## config.mk

```make
export PLATFORM = sky130hd
export DESIGN_NAME = gap_spacing_timer
export DESIGN_NICKNAME = d
export VERILOG_FILES = /design/src/rtl/gap_timer_pkg.sv /design/src/rtl/gap_timer_dp.sv /design/src/rtl/gap_timer_ctl.sv /design/src/rtl/gap_spacing_timer.sv
export SDC_FILE = /design/constraint.sdc
export NUM_CORES = 1
export LEC_CHECK = 0
export ABC_AREA = 1
export BUFFER_PORTS_ARGS = -buffer_cell sky130_fd_sc_hd__buf_2
export CAP_MARGIN = 0
export CORE_AREA = 2 2 53 60
export CTS_BUF_LIST = sky130_fd_sc_hd__clkbuf_8
export DETAILED_ROUTE_END_ITERATION = 10
export DIE_AREA = 0 0 55 62
export SYNTH_ARGS = -nofsm -noshare
export SYNTH_HDL_FRONTEND = slang
export SYNTH_SLANG_ARGS = --single-unit
```

## constraint.sdc

```tcl
create_clock -name clk -period 1.9 [get_ports clk]
set_clock_uncertainty 0.2 [all_clocks]
set_input_delay 0.19 -clock clk [delete_from_list [all_inputs] [get_ports clk]]
set_output_delay 0.19 -clock clk [all_outputs]
set_load 0.01 [all_outputs]
```

## src/rtl/gap_timer_pkg.sv

```systemverilog
package gap_timer_pkg;
  typedef struct packed {
    logic load;    // start/retrigger: take the half count
    logic reload;  // end of first pass: take stored half count again
    logic dec;     // step the count down by one
  } ctlStrobes_t;
endpackage

```

## src/rtl/gap_timer_dp.sv

```systemverilog
module gap_timer_dp
  import gap_timer_pkg::*;
#(
  parameter int DATA_W = 8,
  localparam int CNT_W = DATA_W - 1
) (
  input  logic              clk,
  input  logic              rstN,
  input  logic              wrEn,
  input  logic [DATA_W-1:0] wrData,
  input  ctlStrobes_t       strb,
  output logic              cntIsOne,
  output logic [CNT_W-1:0]  cntValue
);
  logic [CNT_W-1:0] storedHalf;
  logic [CNT_W-1:0] loadSrc;
  logic             unusedLsb;

  assign unusedLsb = wrData[0];
  assign loadSrc   = wrEn ? wrData[DATA_W-1:1] : storedHalf;
  assign cntIsOne  = (cntValue == CNT_W'(1));

  always_ff @(posedge clk) begin
    if (!rstN) begin
      storedHalf <= '0;
    end else if (wrEn) begin
      storedHalf <= wrData[DATA_W-1:1];
    end
  end

  always_ff @(posedge clk) begin
    if (!rstN) begin
      cntValue <= '0;
    end else if (strb.load) begin
      cntValue <= loadSrc;
    end else if (strb.reload) begin
      cntValue <= storedHalf;
    end else if (strb.dec) begin
      cntValue <= cntValue - CNT_W'(1);
    end
  end


  strobe_exclusive_chk: assert property (@(posedge clk) disable iff (!rstN)
    $onehot0({strb.load, strb.reload, strb.dec}));
endmodule

```

## src/rtl/gap_timer_ctl.sv

```systemverilog
module gap_timer_ctl
  import gap_timer_pkg::*;
(
  input  logic        clk,
  input  logic        rstN,
  input  logic        bitTick,
  input  logic        startStrobe,
  input  logic        carrierSeen,
  input  logic        detMode,
  input  logic        cntIsOne,
  output ctlStrobes_t strb,
  output logic        phaseBit,
  output logic        gapDone
);
  logic active;
  logic restart;
  logic step;
  logic lastStep;
  logic secondPass;
  logic finish;

  assign restart    = startStrobe | (carrierSeen & active & ~detMode);
  assign step       = active & bitTick & ~restart;
  assign lastStep   = step & cntIsOne;
  assign secondPass = lastStep & phaseBit;
  assign finish     = lastStep & ~phaseBit;

  always_comb begin
    strb.load   = restart;
    strb.reload = secondPass;
    strb.dec    = step & ~secondPass;
  end

  always_ff @(posedge clk) begin
    if (!rstN) begin
      active   <= 1'b0;
      phaseBit <= 1'b0;
      gapDone  <= 1'b0;
    end else begin
      gapDone <= finish;
      if (restart) begin
        active   <= 1'b1;
        phaseBit <= 1'b1;
      end else if (secondPass) begin
        phaseBit <= 1'b0;
      end else if (finish) begin
        active <= 1'b0;
      end
    end
  end


  done_single_chk: assert property (@(posedge clk) disable iff (!rstN)
    gapDone |=> !gapDone);

  phase_fall_tick_chk: assert property (@(posedge clk) disable iff (!rstN)
    $fell(phaseBit) |-> $past(bitTick));

  active_rise_chk: assert property (@(posedge clk) disable iff (!rstN)
    $rose(active) |-> $past(startStrobe || carrierSeen));
endmodule

```

## src/rtl/gap_spacing_timer.sv

```systemverilog
module gap_spacing_timer
  import gap_timer_pkg::*;
#(
  parameter int DATA_W = 8,
  localparam int CNT_W = DATA_W - 1
) (
  input  logic              clk,
  input  logic              rstN,
  input  logic              bitTick,
  input  logic              wrEn,
  input  logic [DATA_W-1:0] wrData,
  input  logic              startStrobe,
  input  logic              carrierSeen,
  input  logic              detMode,
  output logic [DATA_W-1:0] rdData,
  output logic              gapDone
);
  ctlStrobes_t      strb;
  logic             cntIsOne;
  logic             phaseBit;
  logic [CNT_W-1:0] cntValue;

  gap_timer_ctl u_ctl (
    .clk(clk), .rstN(rstN), .bitTick(bitTick), .startStrobe(startStrobe),
    .carrierSeen(carrierSeen), .detMode(detMode), .cntIsOne(cntIsOne),
    .strb(strb), .phaseBit(phaseBit), .gapDone(gapDone)
  );

  gap_timer_dp #(.DATA_W(DATA_W)) u_dp (
    .clk(clk), .rstN(rstN), .wrEn(wrEn), .wrData(wrData), .strb(strb),
    .cntIsOne(cntIsOne), .cntValue(cntValue)
  );

  assign rdData = {cntValue, phaseBit};


  hold_no_event_chk: assert property (@(posedge clk) disable iff (!rstN)
    (!bitTick && !startStrobe && !carrierSeen) |=> $stable(rdData));

  start_phase_chk: assert property (@(posedge clk) disable iff (!rstN)
    startStrobe |=> rdData[0]);

  done_idle_chk: assert property (@(posedge clk) disable iff (!rstN)
    gapDone |-> (rdData == '0));
endmodule

```

==> results of run 1 <==
path summary, 6_finish.rpt:
path	from	end	depth (start not counted)
min	startStrobe	u_ctl.active	3
max reg2reg	u_dp.cntValue[1]	u_dp.cntValue[1]	12
min reg2reg	u_dp.storedHalf[0]	u_dp.storedHalf[0]	2
max	u_dp.cntValue[1]	u_dp.cntValue[1]	12
cells by family (layout without fill, tap and decap cells):
| group | after synthesis | in the layout |
|---|---|---|
| AOI/OAI and AO/OA | 20 | 20 |
| adders and majority gates | 2 | 2 |
| muxes | 2 | 2 |
| DFF | 17 | 17 |
| xor gates and xnor gates | 3 | 3 |
| buffers and inverters | 26 | 53 |
| and+or+nand+nor | 90 | 90 |
metal layers:
layer,global-route usage [%],up-vias
met1,20.2,460
met2,25.9,15
li1,-,554
met5,0,-
met4,5.23,0
met3,2.15,4
metrics by stage:
stage                     instance area (um^2)  power (W)  cells
after floorplan                           1100   0.000607    160
after global placement                    1250   0.000674    215
after detailed placement                  1250   0.000677    215
after CTS                                 1320   0.000948    221
after global routing                      1320    0.00100    221
final                                     1320   0.000942    221
area by class of cell:
| class | count | share of cell area (%) |
|---|---|---|
| Clock buffer | 3 | 3.13 |
| Multi-Input combinational cell | 117 | 49.2 |
| Timing Repair Buffer | 27 | 11.6 |
| Tap cell | 34 | 3.23 |
| Clock inverter | 1 | 0.285 |
| Sequential cell | 17 | 25.9 |
| Inverter | 22 | 6.65 |
report_power, final:
group | leakage, nW | switching, W | total (W) | internal (W)
clock | 0.0269 | 0.000127 | 0.000270 | 0.000144
sequential | 0.141 | 0.0000245 | 0.000410 | 0.000386
combinational | 0.543 | 0.000154 | 0.000261 | 0.000107
flip-flops by register name (all words and copies together) (netlist names):
signal,flops
u_dp.storedHalf,7
u_ctl.gapDone,1
u_ctl.phaseBit,1
u_dp.cntValue,7
u_ctl.active,1
layout by cell type, fill, tap and decap left out, drive strengths merged:
master,netlist,layout
o21bai,2,2
dlygate4sd3,0,2
nor2,34,34
clkinv,1,1
nand3,7,7
buf,3,25
xor2,2,2
or2,2,2
nand4,6,6
a21oi,9,9
ha,2,2
xnor2,1,1
o21a,5,5
nor4,1,1
dfxtp,17,17
clkbuf,1,3
nand2,40,40
o21ai,4,4
inv,21,22
mux2i,2,2
worst min-delay path, delay by kind of cell:
family	cells	cell delay, ps
buf+inv	1	120
compound gates	2	170
timing repair:
action                                  4_1_cts  5_1_grt
endpoints found under the setup margin        0        1
hold endpoints to repair                      2        0
gates resized for setup                       0        1
hold buffers                                  2        0
==> results.yml, run 1 <==
routing:
  routed-wl-met3_um: 75
  drtPass1Iterations: 4
  routed_wirelength_normalized_by_instance_count_um: 10.5
  detail_route.drc_violations: 0
  final_antenna_net_count: 0
  dr_wl_met2_mm: 1.14
  m1WireLength_mm: 1.06
  finalWirelength_mm: 2.31
  vias_per_cell: 4.67
  drc_marker_count_from_the_first_detailed_route_iteration: 17
  detailroute.via_count: 1033
  highest_layer: "met4"
placement:
  place.detailed.hpwl_mm: 1.79
  dpl_worst_slack_ps: 164
  place.port_buffers: 22
  routabilityCongestion: 0.789
cts:
  cts_tree: "yes"
  insertion_delay_ps: 250
  cts.sinks: 17
  cts_root_buffer: "sky130_fd_sc_hd__clkbuf_8"
  clock_buffers_created_by_tritoncts: 3
  ctsHtreeMaxLevel: 1
  cts_setup_buffers: 0
  clock_tree.buffer_depth: 2
  clk_pin_slew_worst_paths_ps: 70
floorplanning:
  core_um2: 2890
  design.portCount: 24
  floorplan.die_area_um2: 3410
  std_cell_rows: 21
  die-width_um: 55
  initial_core_util_pct: 38.0
  die_height_um: 62
cells_and_area:
  area_used_by_sequential_logic_in_the_layout_um2: 342
  post_route_cells_drive_above_1_share_pct: 23.5
  multiInputGateArea_um2: 648
  finalCoreUtilization_pct: 45.6
  area_delta_synth_final_pct: 20.1
  fin_nets: 205
  antenna_cells: 0
  num-fill-cells: 334
timing:
  rsz0062_at_grt: "false"
  max_freq_ghz: 0.595
  timing.setup.tns_ps: 0
  final_critical_path_time_including_i_o_delays_and_setup_ps: 1680
  timing_max_transition_violations_final: 0
  max-slew-margin-rel_pct: 80.7
  finalHoldViolations: 0
  final_critical_path_setup_slack_ps: 221
  final.hold.worst_slack_ps: 64.8
  setup_viol: 0
  tightestPinTransition_ps: 286
  min_period_over_period_pct: 88.4
worst_setup_path:
  critical_path_arrival_ps: 1680
  cp_max_fo: 8
  register_to_register_path_setup_slack_ps: 220
  cp.required_ps: 1900
  timing.critical_path.slowest_cell_delay_ps: 310
  critPathCaptureType: "flip-flop"
  critPathLaunchType: "flip-flop"
  cp_cell_sequence: "inv_1, ha_1, inv_1, nor2_1, nand2_4, nor2_8, nand2_4, nor2_4, nand2_1, nand2_1, nor2_1, nor2_1"
  timing.critical_path.max_delay_family: "simple AND/OR/NAND/NOR gates"
  setup.worst_path.class: "reg -> reg"
  critPathSlowestCell: "sky130_fd_sc_hd__dfxtp_1"
  combined_buffer_and_inverter_count_along_the_critical_path: 2
  cp_common_cell: "sky130_fd_sc_hd__nor2_1"
grt:
  gr-total-overflow: 0
  grt.total_usage_pct: 15.4
  antenna_violations_before_repair: 0
  grt_pass1_wl_mm: 3.84
  maximum_number_of_pins_on_one_net_before_global_route_repair: 13
  number_of_global_route_vias_before_repair: 900
yosys:
  postSynthAreaPerCell_um2: 6.86
  ys.flop_type: "sky130_fd_sc_hd__dfxtp_1"
  post_synth_inst_count: 160
  synth_seq_cells: 17
  postSynthNetCount: 177
  synth-seq-area-share_pct: 31.0
  main_combinational_cell_family_by_area_after_synthesis: "simple AND/OR/NAND/NOR gates"
  synth.mux.area_fraction_pct: 1.82
  yosysMostFrequentCell: "sky130_fd_sc_hd__nand2_1"
  ys_types: 29
  async_reset_ff_share_pct: 0
  yosys_warnings: 0
  yosysTopAreaCellShare_pct: 31.0
  synthesis.area_um2: 1100
  count_of_flip_flops_with_a_built_in_enable_after_synthesis: 0
  synthSimpleGateAreaFrac_pct: 39.5
  fraction_of_the_mapped_netlist_area_in_adder_cells_pct: 2.28
  synth_compound_area_share_pct: 13.1
  synth_xor_area_share_pct: 2.39
  synth_area_leaders: "sky130_fd_sc_hd__dfxtp_1 (31%), sky130_fd_sc_hd__nand2_1 (12%), sky130_fd_sc_hd__nor2_1 (10%)"
  yosys.area.top_type: "sky130_fd_sc_hd__dfxtp_1"
  yosys-top-cells-count: "sky130_fd_sc_hd__nand2_1 (34), sky130_fd_sc_hd__nor2_1 (30), sky130_fd_sc_hd__inv_1 (20)"
power:
  cellPowerDensity_nw_per_um2: 715
  power.ir.vdd_worst_uv: 514
  leakage_nw: 0.711
job:
  drv_cap: 0
worst_hold_path:
  min_path_type: "in -> reg"
run_status:
  status: "complete, no violations"
(Power assumes the default switching activity.)
==> run 2: changes to the inputs <==
Settings changed: CELL_PAD_IN_SITES_DETAIL_PLACEMENT set to 1, CELL_PAD_IN_SITES_GLOBAL_PLACEMENT set to 1, CORE_AREA 2 2 53 60 to 2 2 54 61, DIE_AREA 0 0 55 62 to 0 0 56 63, PLACE_DENSITY_LB_ADDON set to 0.1.
==> run 2 against run 1 <==
Non-clock buffer count is 2 lower. Power is 1.4% higher. Register-to-register slack worse by 30 ps. Largest cell class unchanged.
==> results.yml, run 2 (synthesized netlist as in run 1, its figures left out) <==
grt:
  groute.layer.met3.usage_pct: 2.07
  antenna_violations_before_repair: 0
  gr-total-overflow: 0
  grt_pass1_wl_mm: 4.88
  groute.layer.met2.usage_pct: 32.4
  grtUsageMet1_pct: 19.3
  number_of_global_route_vias_before_repair: 1139
  busiest_layer: "met2"
  maximum_number_of_pins_on_one_net_before_global_route_repair: 13
  grt.total_usage_pct: 17.0
timing:
  max-slew-margin-rel_pct: 78.8
  setup_viol: 0
  timing.setup.tns_ps: 0
  final_critical_path_time_including_i_o_delays_and_setup_ps: 1710
  final_critical_path_setup_slack_ps: 192
  finalHoldViolations: 0
  tightestPinTransition_ps: 318
  max_freq_ghz: 0.585
  min_period_over_period_pct: 89.9
  rsz0062_at_grt: "false"
  timing_max_transition_violations_final: 0
worst_setup_path:
  cp.required_ps: 1890
  timing.rr.end: "u_dp.cntValue[0]"
  critPathCaptureType: "flip-flop"
  setup.worst_path.start: "u_dp.cntValue[1]"
  r2r-start: "u_dp.cntValue[1]"
  critPathLaunchType: "flip-flop"
  timing.reg2reg.worst_path_depth: 10
  cp_cell_sequence: "inv_1, ha_1, inv_1, nor2_1, nand2_4, nor2_8, a21oi_4, nand2_2, o21ai_1, nor2_1"
  critical_path_arrival_ps: 1700
  setup.worst_path.class: "reg -> reg"
  cp_max_fo: 8
  timing.critical_path.slowest_cell_delay_ps: 310
  register_to_register_path_setup_slack_ps: 190
  critPathSlowestCell: "sky130_fd_sc_hd__dfxtp_1"
routing:
  finalWirelength_mm: 2.73
  vias_per_cell: 4.87
  routed_wirelength_normalized_by_instance_count_um: 12.5
  detailroute.via_count: 1067
  drtPass1Iterations: 4
  drc_marker_count_from_the_first_detailed_route_iteration: 28
  detail_route.drc_violations: 0
  final_antenna_net_count: 0
placement:
  place.detailed.hpwl_mm: 2.20
  instance_area_at_placement_um2: 1240
  place.port_buffers: 22
  routabilityCongestion: 0.758
  dpl_worst_slack_ps: 147
cells_and_area:
  antenna_cells: 0
  num-fill-cells: 401
  final_cell_area_um2: 1300
  biggestRegsByFlops: "u_dp.cntValue x7, u_dp.storedHalf x7"
  fin_nets: 203
  final_common_cell: "sky130_fd_sc_hd__nand2_1"
  area_delta_synth_final_pct: 18.6
  multiInputGateArea_um2: 648
  layout_common_cells: "sky130_fd_sc_hd__nand2_1 (34), sky130_fd_sc_hd__nor2_1 (30), sky130_fd_sc_hd__buf_2 (22)"
  area_used_by_sequential_logic_in_the_layout_um2: 342
  post_route_cells_drive_above_1_share_pct: 23.8
worst_hold_path:
  depth_of_the_worst_hold_timing_path: 3
  min_path_type: "in -> reg"
  hold_start: "wrData[1]"
  timing.hold.worst_endpoint: "u_dp.storedHalf[0]"
power:
  cellPowerDensity_nw_per_um2: 734
  power.ir.vdd_worst_uv: 300
  leakage_nw: 0.701
  power.total_w: 0.000955
cts:
  ctsHtreeMaxLevel: 1
  clock_tree.buffer_depth: 2
  cts_root_buffer: "sky130_fd_sc_hd__clkbuf_8"
  cts.sinks: 17
  insertion_delay_ps: 250
  cts_tree: "yes"
  clock_buffers_created_by_tritoncts: 3
  clk_pin_slew_worst_paths_ps: 70
floorplanning:
  initial_core_util_pct: 37.3
  design.portCount: 24
  die_height_um: 63
  core_um2: 2940
  floorplan.die_area_um2: 3530
  die-width_um: 56
  std_cell_rows: 21
run_status:
  status: "complete, no violations"
job:
  drv_cap: 0
run 2: worst max path at each step:
stage	endpoint	slack [ps]	cells past startpoint
floorplan	u_dp.cntValue[0]	270	10
global placement	u_dp.cntValue[1]	190	9
detailed placement	u_dp.cntValue[1]	150	9
CTS	u_dp.cntValue[1]	130	9
global route	u_dp.cntValue[0]	20	12
finish	u_dp.cntValue[0]	190	10
run 2: area by class of cell:
cell class | instances | share of cell area, %
Multi-Input combinational cell | 117 | 49.8
Timing Repair Buffer | 25 | 10.4
Clock inverter | 1 | 0.385
Sequential cell | 17 | 26.2
Clock buffer | 3 | 3.17
Tap cell | 34 | 3.27
Inverter | 22 | 6.73
run 2: metal layers:
metal	part of all wire [%]	wire, um	vias up
met5	0	0	-
li1	-	-	550
met1	45	1220	503
met4	0.70	19	0
met2	52	1420	12
met3	2.7	74	2
run 2: critical path, delay by kind of cell, from the launching register on:
kind,cells,cell delay [ps]
AOI/OAI and AO/OA,2,190
adders and majority gates,1,170
and+or+nand+nor,5,660
buffers and inverters,2,110
DFF,1,310
run 2: timing repair:
action | in CTS | in global routing
setup buffers | 0 | 0
endpoints found under the setup margin | 0 | 3
resized for setup | 0 | 1
hold buffers | 1 | 0
hold endpoints to repair | 1 | 0
run 2: stage by stage:
stage | utilization, % | hold WS [ps] | cells
2_1_floorplan | - | 149 | 160
3_3_place_gp | 42.3 | 242 | 214
3_5_place_dp | 42.3 | 266 | 214
4_1_cts | 44.2 | 16.0 | 219
5_1_grt | 44.2 | 62.9 | 219
6_report | 44.2 | 17.3 | 219
run 2: where the power goes:
part | switching [W] | total, W | leakage (nW) | internal [W]
Sequential | 0.0000250 | 0.000411 | 0.141 | 0.000386
Clock | 0.000131 | 0.000276 | 0.0255 | 0.000146
Combinational | 0.000164 | 0.000268 | 0.534 | 0.000104
Total | 0.000320 | 0.000955 | 0.701 | 0.000635
